File: src/rtl/rtc_pkg.sv
package rtc_pkg;
  localparam int CNT_W  = 8;
  localparam int PRE_W  = 8;
  localparam int RATE_W = 3;
  localparam int MODE_W = 3 + RATE_W;

  typedef struct packed {
    logic              pin_src;
    logic              fall_edge;
    logic              to_wdt;
    logic [RATE_W-1:0] rate;
  } rtc_mode_t;

  // Mask of prescaler bits that must all be one for a tick to pass.
  function automatic logic [PRE_W-1:0] tap_mask(input logic [RATE_W-1:0] rate,
                                                input logic to_wdt);
    logic [PRE_W:0] one_hot;
    one_hot = (PRE_W+1)'(1) << rate;
    if (!to_wdt) one_hot = one_hot << 1;
    return PRE_W'(one_hot - (PRE_W+1)'(1));
  endfunction
endpackage

File: src/rtl/rtc_pin_sync.sv
module rtc_pin_sync #(
  parameter int STAGES = 2
) (
  input  logic clk,
  input  logic rst_n,
  input  logic pin,
  output logic rise,
  output logic fall
);
  localparam int LAST = STAGES - 1;

  logic [STAGES-1:0] chain_q;
  logic              prev_q;

  genvar g;
  generate
    for (g = 0; g < STAGES; g++) begin : g_stage
      if (g == 0) begin : g_first
        always_ff @(posedge clk) begin
          if (!rst_n) chain_q[g] <= 1'b0;
          else        chain_q[g] <= pin;
        end
      end else begin : g_next
        always_ff @(posedge clk) begin
          if (!rst_n) chain_q[g] <= 1'b0;
          else        chain_q[g] <= chain_q[g-1];
        end
      end
    end
  endgenerate

  always_ff @(posedge clk) begin
    if (!rst_n) prev_q <= 1'b0;
    else        prev_q <= chain_q[LAST];
  end

  assign rise = chain_q[LAST] & ~prev_q;
  assign fall = ~chain_q[LAST] & prev_q;
endmodule

File: src/rtl/rtc_prescaler.sv
module rtc_prescaler
  import rtc_pkg::*;
#(
  parameter int W = PRE_W
) (
  input  logic              clk,
  input  logic              rst_n,
  input  logic              ev_in,
  input  logic              clr,
  input  logic [RATE_W-1:0] rate,
  input  logic              to_wdt,
  output logic              tick
);
  logic [W-1:0] div_q;
  logic [W-1:0] mask;

  assign mask = W'(tap_mask(rate, to_wdt));
  assign tick = ev_in && ((div_q & mask) == mask);

  always_ff @(posedge clk) begin
    if (!rst_n)     div_q <= '0;
    else if (clr)   div_q <= '0;
    else if (ev_in) div_q <= div_q + W'(1);
  end
endmodule

File: src/rtl/rtc_counter.sv
module rtc_counter #(
  parameter int W = 8
) (
  input  logic         clk,
  input  logic         rst_n,
  input  logic         inc,
  input  logic         wr_en,
  input  logic [W-1:0] wr_data,
  output logic [W-1:0] value,
  output logic         ovf
);
  logic wrap;

  assign wrap = inc && !wr_en && (value == {W{1'b1}});

  always_ff @(posedge clk) begin
    if (!rst_n) begin
      value <= '0;
      ovf   <= 1'b0;
    end else begin
      ovf <= wrap;
      if (wr_en)    value <= wr_data;
      else if (inc) value <= value + W'(1);
    end
  end
endmodule

File: src/rtl/rtc_timer.sv
module rtc_timer
  import rtc_pkg::*;
(
  input  logic              clk,
  input  logic              rst_n,
  input  logic              cyc_en,
  input  logic              ext_pin,
  input  logic              cnt_wr_en,
  input  logic [CNT_W-1:0]  cnt_wr_data,
  input  logic              mode_wr_en,
  input  logic [MODE_W-1:0] mode_wr_data,
  input  logic              wdt_tick_in,
  output logic [CNT_W-1:0]  cnt_value,
  output logic [MODE_W-1:0] mode_value,
  output logic              wdt_tick_out,
  output logic              ovf_pulse
);
  rtc_mode_t mode_q;
  logic      pin_rise, pin_fall, pin_ev, src_ev;
  logic      pre_in, pre_tick, cnt_inc, pre_clr;

  always_ff @(posedge clk) begin
    if (!rst_n)          mode_q <= '1;
    else if (mode_wr_en) mode_q <= rtc_mode_t'(mode_wr_data);
  end
  assign mode_value = mode_q;

  rtc_pin_sync #(.STAGES(2)) u_sync (
    .clk (clk), .rst_n (rst_n), .pin (ext_pin),
    .rise (pin_rise), .fall (pin_fall)
  );

  assign pin_ev = mode_q.fall_edge ? pin_fall : pin_rise;
  assign src_ev = mode_q.pin_src ? pin_ev : cyc_en;

  assign pre_in  = mode_q.to_wdt ? wdt_tick_in : src_ev;
  assign pre_clr = cnt_wr_en && !mode_q.to_wdt;

  rtc_prescaler #(.W(PRE_W)) u_pre (
    .clk (clk), .rst_n (rst_n), .ev_in (pre_in), .clr (pre_clr),
    .rate (mode_q.rate), .to_wdt (mode_q.to_wdt), .tick (pre_tick)
  );

  assign cnt_inc      = mode_q.to_wdt ? src_ev : pre_tick;
  assign wdt_tick_out = mode_q.to_wdt ? pre_tick : wdt_tick_in;

  rtc_counter #(.W(CNT_W)) u_cnt (
    .clk (clk), .rst_n (rst_n), .inc (cnt_inc),
    .wr_en (cnt_wr_en), .wr_data (cnt_wr_data),
    .value (cnt_value), .ovf (ovf_pulse)
  );
endmodule

File: config.mk
export PLATFORM = sky130hd
export DESIGN_NAME = rtc_timer
export DESIGN_NICKNAME = d
export VERILOG_FILES = /design/src/rtl/rtc_pkg.sv /design/src/rtl/rtc_pin_sync.sv /design/src/rtl/rtc_prescaler.sv /design/src/rtl/rtc_counter.sv /design/src/rtl/rtc_timer.sv
export SDC_FILE = /design/constraint.sdc
export NUM_CORES = 1
export LEC_CHECK = 0
export ABC_AREA = 1
export BUFFER_PORTS_ARGS = -buffer_cell sky130_fd_sc_hd__clkbuf_2
export CORE_UTILIZATION = 54
export CTS_CLUSTER_DIAMETER = 40
export DETAILED_ROUTE_END_ITERATION = 6
export PLACE_DENSITY = 0.88
export RECOVER_POWER = 25
export SLEW_MARGIN = 0
export SYNTH_ARGS = -nofsm -noshare
export SYNTH_HDL_FRONTEND = slang
export SYNTH_SLANG_ARGS = --single-unit
File: constraint.sdc
create_clock -name clk -period 2.5 [get_ports clk]
set_input_delay 0 -clock clk [delete_from_list [all_inputs] [get_ports clk]]
set_output_delay 0 -clock clk [all_outputs]
set_load 0.02 [all_outputs]
---- After elaboration in Yosys (flattened, before gate mapping) ----
Cells that the tools add are included.
storage, ports and cells
  logic and storage cells ................. 38
  input bits .............................. 21
  bits in registers ....................... 26
  output and inout port bits .............. 16
operators by class
  add/subtract/negate cells ............... 3
  bitwise operators ....................... 6
  eq/ne operators ......................... 2
  shifts and indexed selects .............. 1
  multiplexer cells ....................... 8
  reduce and logical (&&, ||, !) cells .... 8
operators with widths
  operator             count
  $mux 8               3
  $add 8x1->8 const B  2
  $and 8x8->8          1
  $eq 8x8->1           1
  $eq 8x8->1 const B   1
  $shl 1x3->8 const A  1
  $sub 8x1->8 const B  1
  $mux 1               5
  $logic_and 1x1->1    4
  $not 1->1            3
  $and 1x1->1          2
  $logic_not 1->1      2
  $reduce_bool 2->1    1
  $reduce_or 2->1      1

---- Depth between registers and ports, before layout ----
  depth after elaboration ................. 9
  gate-level depth with buffers ........... 18
  depth with buffers taken out ............ 16

---- Cells and area by module ----
From an unflattened synthesis, not the netlist that was laid out.
unflattened totals
  cells, all modules ...................... 243
  area total of the unflattened synthesis .. 1571.5 um^2
by module, submodules not included
  module         area each (um^2)  seq. area each (um^2)  times used  cells each
  rtc_prescaler  639.4             160.2                  1           112
  rtc_counter    558.0             180.2                  1           77
  rtc_timer      274.0             120.1                  1           41
  rtc_pin_sync   100.1             60.1                   1           13

---- Worst setup path after synthesis ----
Ideal clock, no wire load.
  kind .................................... flip-flop to flip-flop
  from .................................... reg mode_q (netlist bit mode_value[0])
  to ...................................... reg u_cnt.value[5]
  path buffers ............................ 1
  slack ................................... 0.294 ns
  arrival time ............................ 2.093 ns
  stages on the path, launching flop included .. 17
  data required time ...................... 2.387 ns
  cell sequence ........................... dfxtp_1 -> buf_6 -> inv_2 -> nor4_1 -> a31oi_1 -> ha_1 -> or2_2 -> nand2_1 -> nor2_1 -> nand2_1 -> nor2_1 -> nand2_1 -> nand2_2 -> nand2_4 -> nand2_8 -> nor2_1 -> nor2_1
between the ends
  word-level cells in the longest chain between the ends .. 8
RTL lines
  what                                  RTL line             text
  start: declaration                    rtc_timer.sv:18      rtc_mode_t mode_q;
  start signal: assignment              rtc_timer.sv:24      else if (mode_wr_en) mode_q <= rtc_mode_t'(mode_wr_data);
  $shl 1x3->8 *                         rtc_pkg.sv:18        one_hot = (PRE_W+1)'(1) << rate;
  $mux 8 *                              rtc_pkg.sv:19        if (!to_wdt) one_hot = one_hot << 1;
  $sub 8x1->8 *                         rtc_pkg.sv:20        return PRE_W'(one_hot - (PRE_W+1)'(1));
  $and 8x8->8                           rtc_prescaler.sv:18  assign tick = ev_in && ((div_q & mask) == mask);
  $eq 8x8->1 *                          rtc_prescaler.sv:18
  $logic_and 1x1->1 *                   rtc_prescaler.sv:18
  $mux 1 *                              rtc_timer.sv:44      assign cnt_inc = mode_q.to_wdt ? src_ev : pre_tick;
  $reduce_bool 2->1 (no source line) *  --
  end signal: assignment                rtc_counter.sv:22    if (wr_en) value <= wr_data;
  end signal: assignment                rtc_counter.sv:23    else if (inc) value <= value + W'(1);
  end: declaration                      rtc_counter.sv:9     output logic [W-1:0] value,
Mark *: on every way between the ends. The rest lies on a longest branch, timed or not.
A chain may end at the register's enable or synchronous reset.

---- Worst setup path in the final report ----
  from .................................... reg mode_q (netlist bit mode_value[2])
  to ...................................... out wdt_tick_out
between the ends
  word-level cells in the longest chain between the ends .. 7
RTL lines
  what                 RTL line             text
  $shl 1x3->8 *        rtc_pkg.sv:18
  $mux 8 *             rtc_pkg.sv:19
  $sub 8x1->8 *        rtc_pkg.sv:20
  $and 8x8->8          rtc_prescaler.sv:18
  $eq 8x8->1 *         rtc_prescaler.sv:18
  $logic_and 1x1->1 *  rtc_prescaler.sv:18
  $mux 1 *             rtc_timer.sv:45      assign wdt_tick_out = mode_q.to_wdt ? pre_tick : wdt_tick_in;
  end: declaration     rtc_timer.sv:15      output logic wdt_tick_out,
Marked as above.

==> reports/metrics.csv <==
metric,value,unit
cp_max_fo,7,
area_delta_synth_final,17.93,%
cp-start-kind,register,
seqPwrFrac,51.3,%
cp-end-kind,primary output,
status,"finished, violations left",
portBuffers,36,
worstSetupPathType,register to primary output,
cts.sinks,26,
seq_area_frac_synth,31.47,%
vias,1624,
grt_pass1_vias,1456,
ant_nets,0,
power,0.9039,mW
synth_ff_type,dfxtp_1,
combPwrFrac,25.5,%
post_cts_buffers,0,
internal-power,0.6159,mW
rsz0062_at_grt,no,
async_flop_share,0,%
place_inst,297,
hp-start,cnt_wr_data[5],
hold_class,input pin to register,
postLayoutCoreUtil,68.95,%
path_clk_slew,130,ps
wire_per_inst,11.25,um
numCtsBuffers,3,
die_w,57.35,um
ios,37,
crit_path_start,mode_value[2],
routed_wl,3510,um
drive_gt1_share,22.78,%
h-tree-depth,1,
max-slew-margin-rel,58.15,%
ir_worst_vdd,0.2936,mV
place.gp.congestion,0.8369,
r2r-start,mode_value[2],
avgSynthCellArea,6.979,sq um
synth-edff-count,0,
grt_pass1_wl,6009,um
power.switching,0.2880,mW
r2r_cells,15,
yosys_register_bits,26,
grtUsageTotal,22.92,%
drt_iter0_drc,93,
vias_per_cell,5.205,
die_h,57.35,um
report.final.slew_viol_count,0,
fin_crit_sh,95.02,%
drv_cap,0,
setup_viol,0,
worst_ep_arrival_time,2380,ps
tightest_slew,623.6,ps
antennaDiodeCount,0,
core-area,0.002829,sq mm
min_path_cells,5,
grt.overflow.total,0,
synthCells,237,
power.share.clock,23.1,%
fin_crit,2375,ps
hold_buffers,11,
syn-cell-area,0.001654,sq mm
required,2500,ps
grt_max_degree,19,
dr.pass1.iters,6,
cellPowerDensity,463.4,mW/mm^2
ctsResizeCount,0,
synthDistinctLibCells,36,
yosys_warnings,0,
maxClockFrequency,421.0,MHz
setup-tns-final,0,ps
finalClockSkew,1.514,ps
finalInstanceArea,0.001951,sq mm
hold_violations,0,
cts_tree,yes,
placed_cell_area,0.001815,sq mm
fp-row-count,19,
dieArea,0.003288,sq mm
leakage,0.8844,nW
cts_root_buf,clkbuf_4,
initial_core_util,58.47,%
violations,DRC,
instances_no_fill,312,
synthesis.nets,261,
clk_latency,320,ps
nNetsFinal,306,
drc,4,
dp_hpwl,2591,um
switching_share,31.86,%
clock_path_buffers,2,
antenna_found_initial,0,
-- state kept, by name, indices dropped and copies added (netlist names) --
name,count
u_sync.chain_q,2
mode_value,6
u_cnt.ovf,1
u_pre.div_q,8
u_sync.prev_q,1
u_cnt.value,8
-- stage by stage --
stage / setup slack [ps] / hold slack [ps]
floorplan: 294.4 / 97.63
global placement: 374.5 / 184.4
detailed placement: 343.9 / 187.6
CTS: 159.2 / 9.377
global route: 29.96 / 39.28
finish: 124.5 / 21.32
-- layout by cell type, fill, tap and decap left out, types with 10 or more instances in the layout --
master / instances
a21oi_1: 12
clkbuf_2: 27
dfxtp_1: 26
dlygate4sd3_1: 11
inv_1: 24
nand2_1: 52
nand2_2: 10
nand3_1: 25
nor2_1: 17
o21ai_0: 13
-- cells in the mapped netlist (2+ instances only) --
cell	instances	area (sq um)
nand2_1	52	195.2
dfxtp_1	26	520.5
nand3_1	25	125.1
inv_1	24	90.09
nor2_1	17	63.81
o21ai_0	13	65.06
a21oi_1	12	60.06
nand2_2	10	62.56
a21oi_2	6	52.55
nand4_1	5	31.28
clkbuf_1	4	15.01
xor2_1	4	35.03
buf_4	3	22.52
ha_1	3	37.54
nor2_2	3	18.77
nor3_1	3	15.01
a31oi_1	2	12.51
and3_1	2	12.51
buf_6	2	22.52
inv_2	2	7.510
inv_4	2	12.51
nor4_1	2	12.51
xnor2_1	2	17.52
-- worst paths after layout --
kind / end / slack (ps)
worst max register to register: u_cnt.value[1] / 300
worst min-delay path: u_cnt.value[5] / 20
worst max-delay path: wdt_tick_out / 120
worst min register to register: u_sync.prev_q / 460
-- final cells by class --
cell class                 instances  area [sq um]
clock buffer                       4         36.28
fill                             240         878.3
inverter                          28         110.1
multi-input combinational        173         943.4
sequential                        26         520.5
tap                               31         38.79
timing repair buffer              50         301.5
-- power by group through the flow --
stage	Sequential [mW]	Combinational, mW	Clock, mW
floorplan	0.484	0.154	0
global route	0.467	0.256	0.232
detailed placement	0.472	0.218	0
CTS	0.463	0.232	0.217
finish	0.464	0.231	0.209
global placement	0.472	0.213	0
-- critical path: stages (launching register included) --
cell and delay [ps]:
dfxtp_1 420, nor4_1 340, a31oi_1 80, ha_1 280, or2_2 90, nand2_1 50
nor2_1 90, nand2_1 60, nor2_1 90, nand2_1 70, a21boi_0 260, clkbuf_2 220
-- kinds of logic after synthesis --
logic type | share of synthesized area [%]
compound gates | 13.16
simple gates | 37.82
buf+inv | 11.50
mux | 0.6052
flops | 31.47
fa+ha+maj | 2.270
xor+xnor | 3.177
-- per-layer routing --
metal	wire length, um	GRT usage (%)	up-vias	part of all wire, %
met5	0	0	-	0
met4	23	5.923	0	0.66
met3	162	3.628	2	4.6
met2	1621	38.37	49	46
met1	1703	30.81	714	49
li1	-	-	859	-
Note: power is estimated with default switching activity, not from simulation.
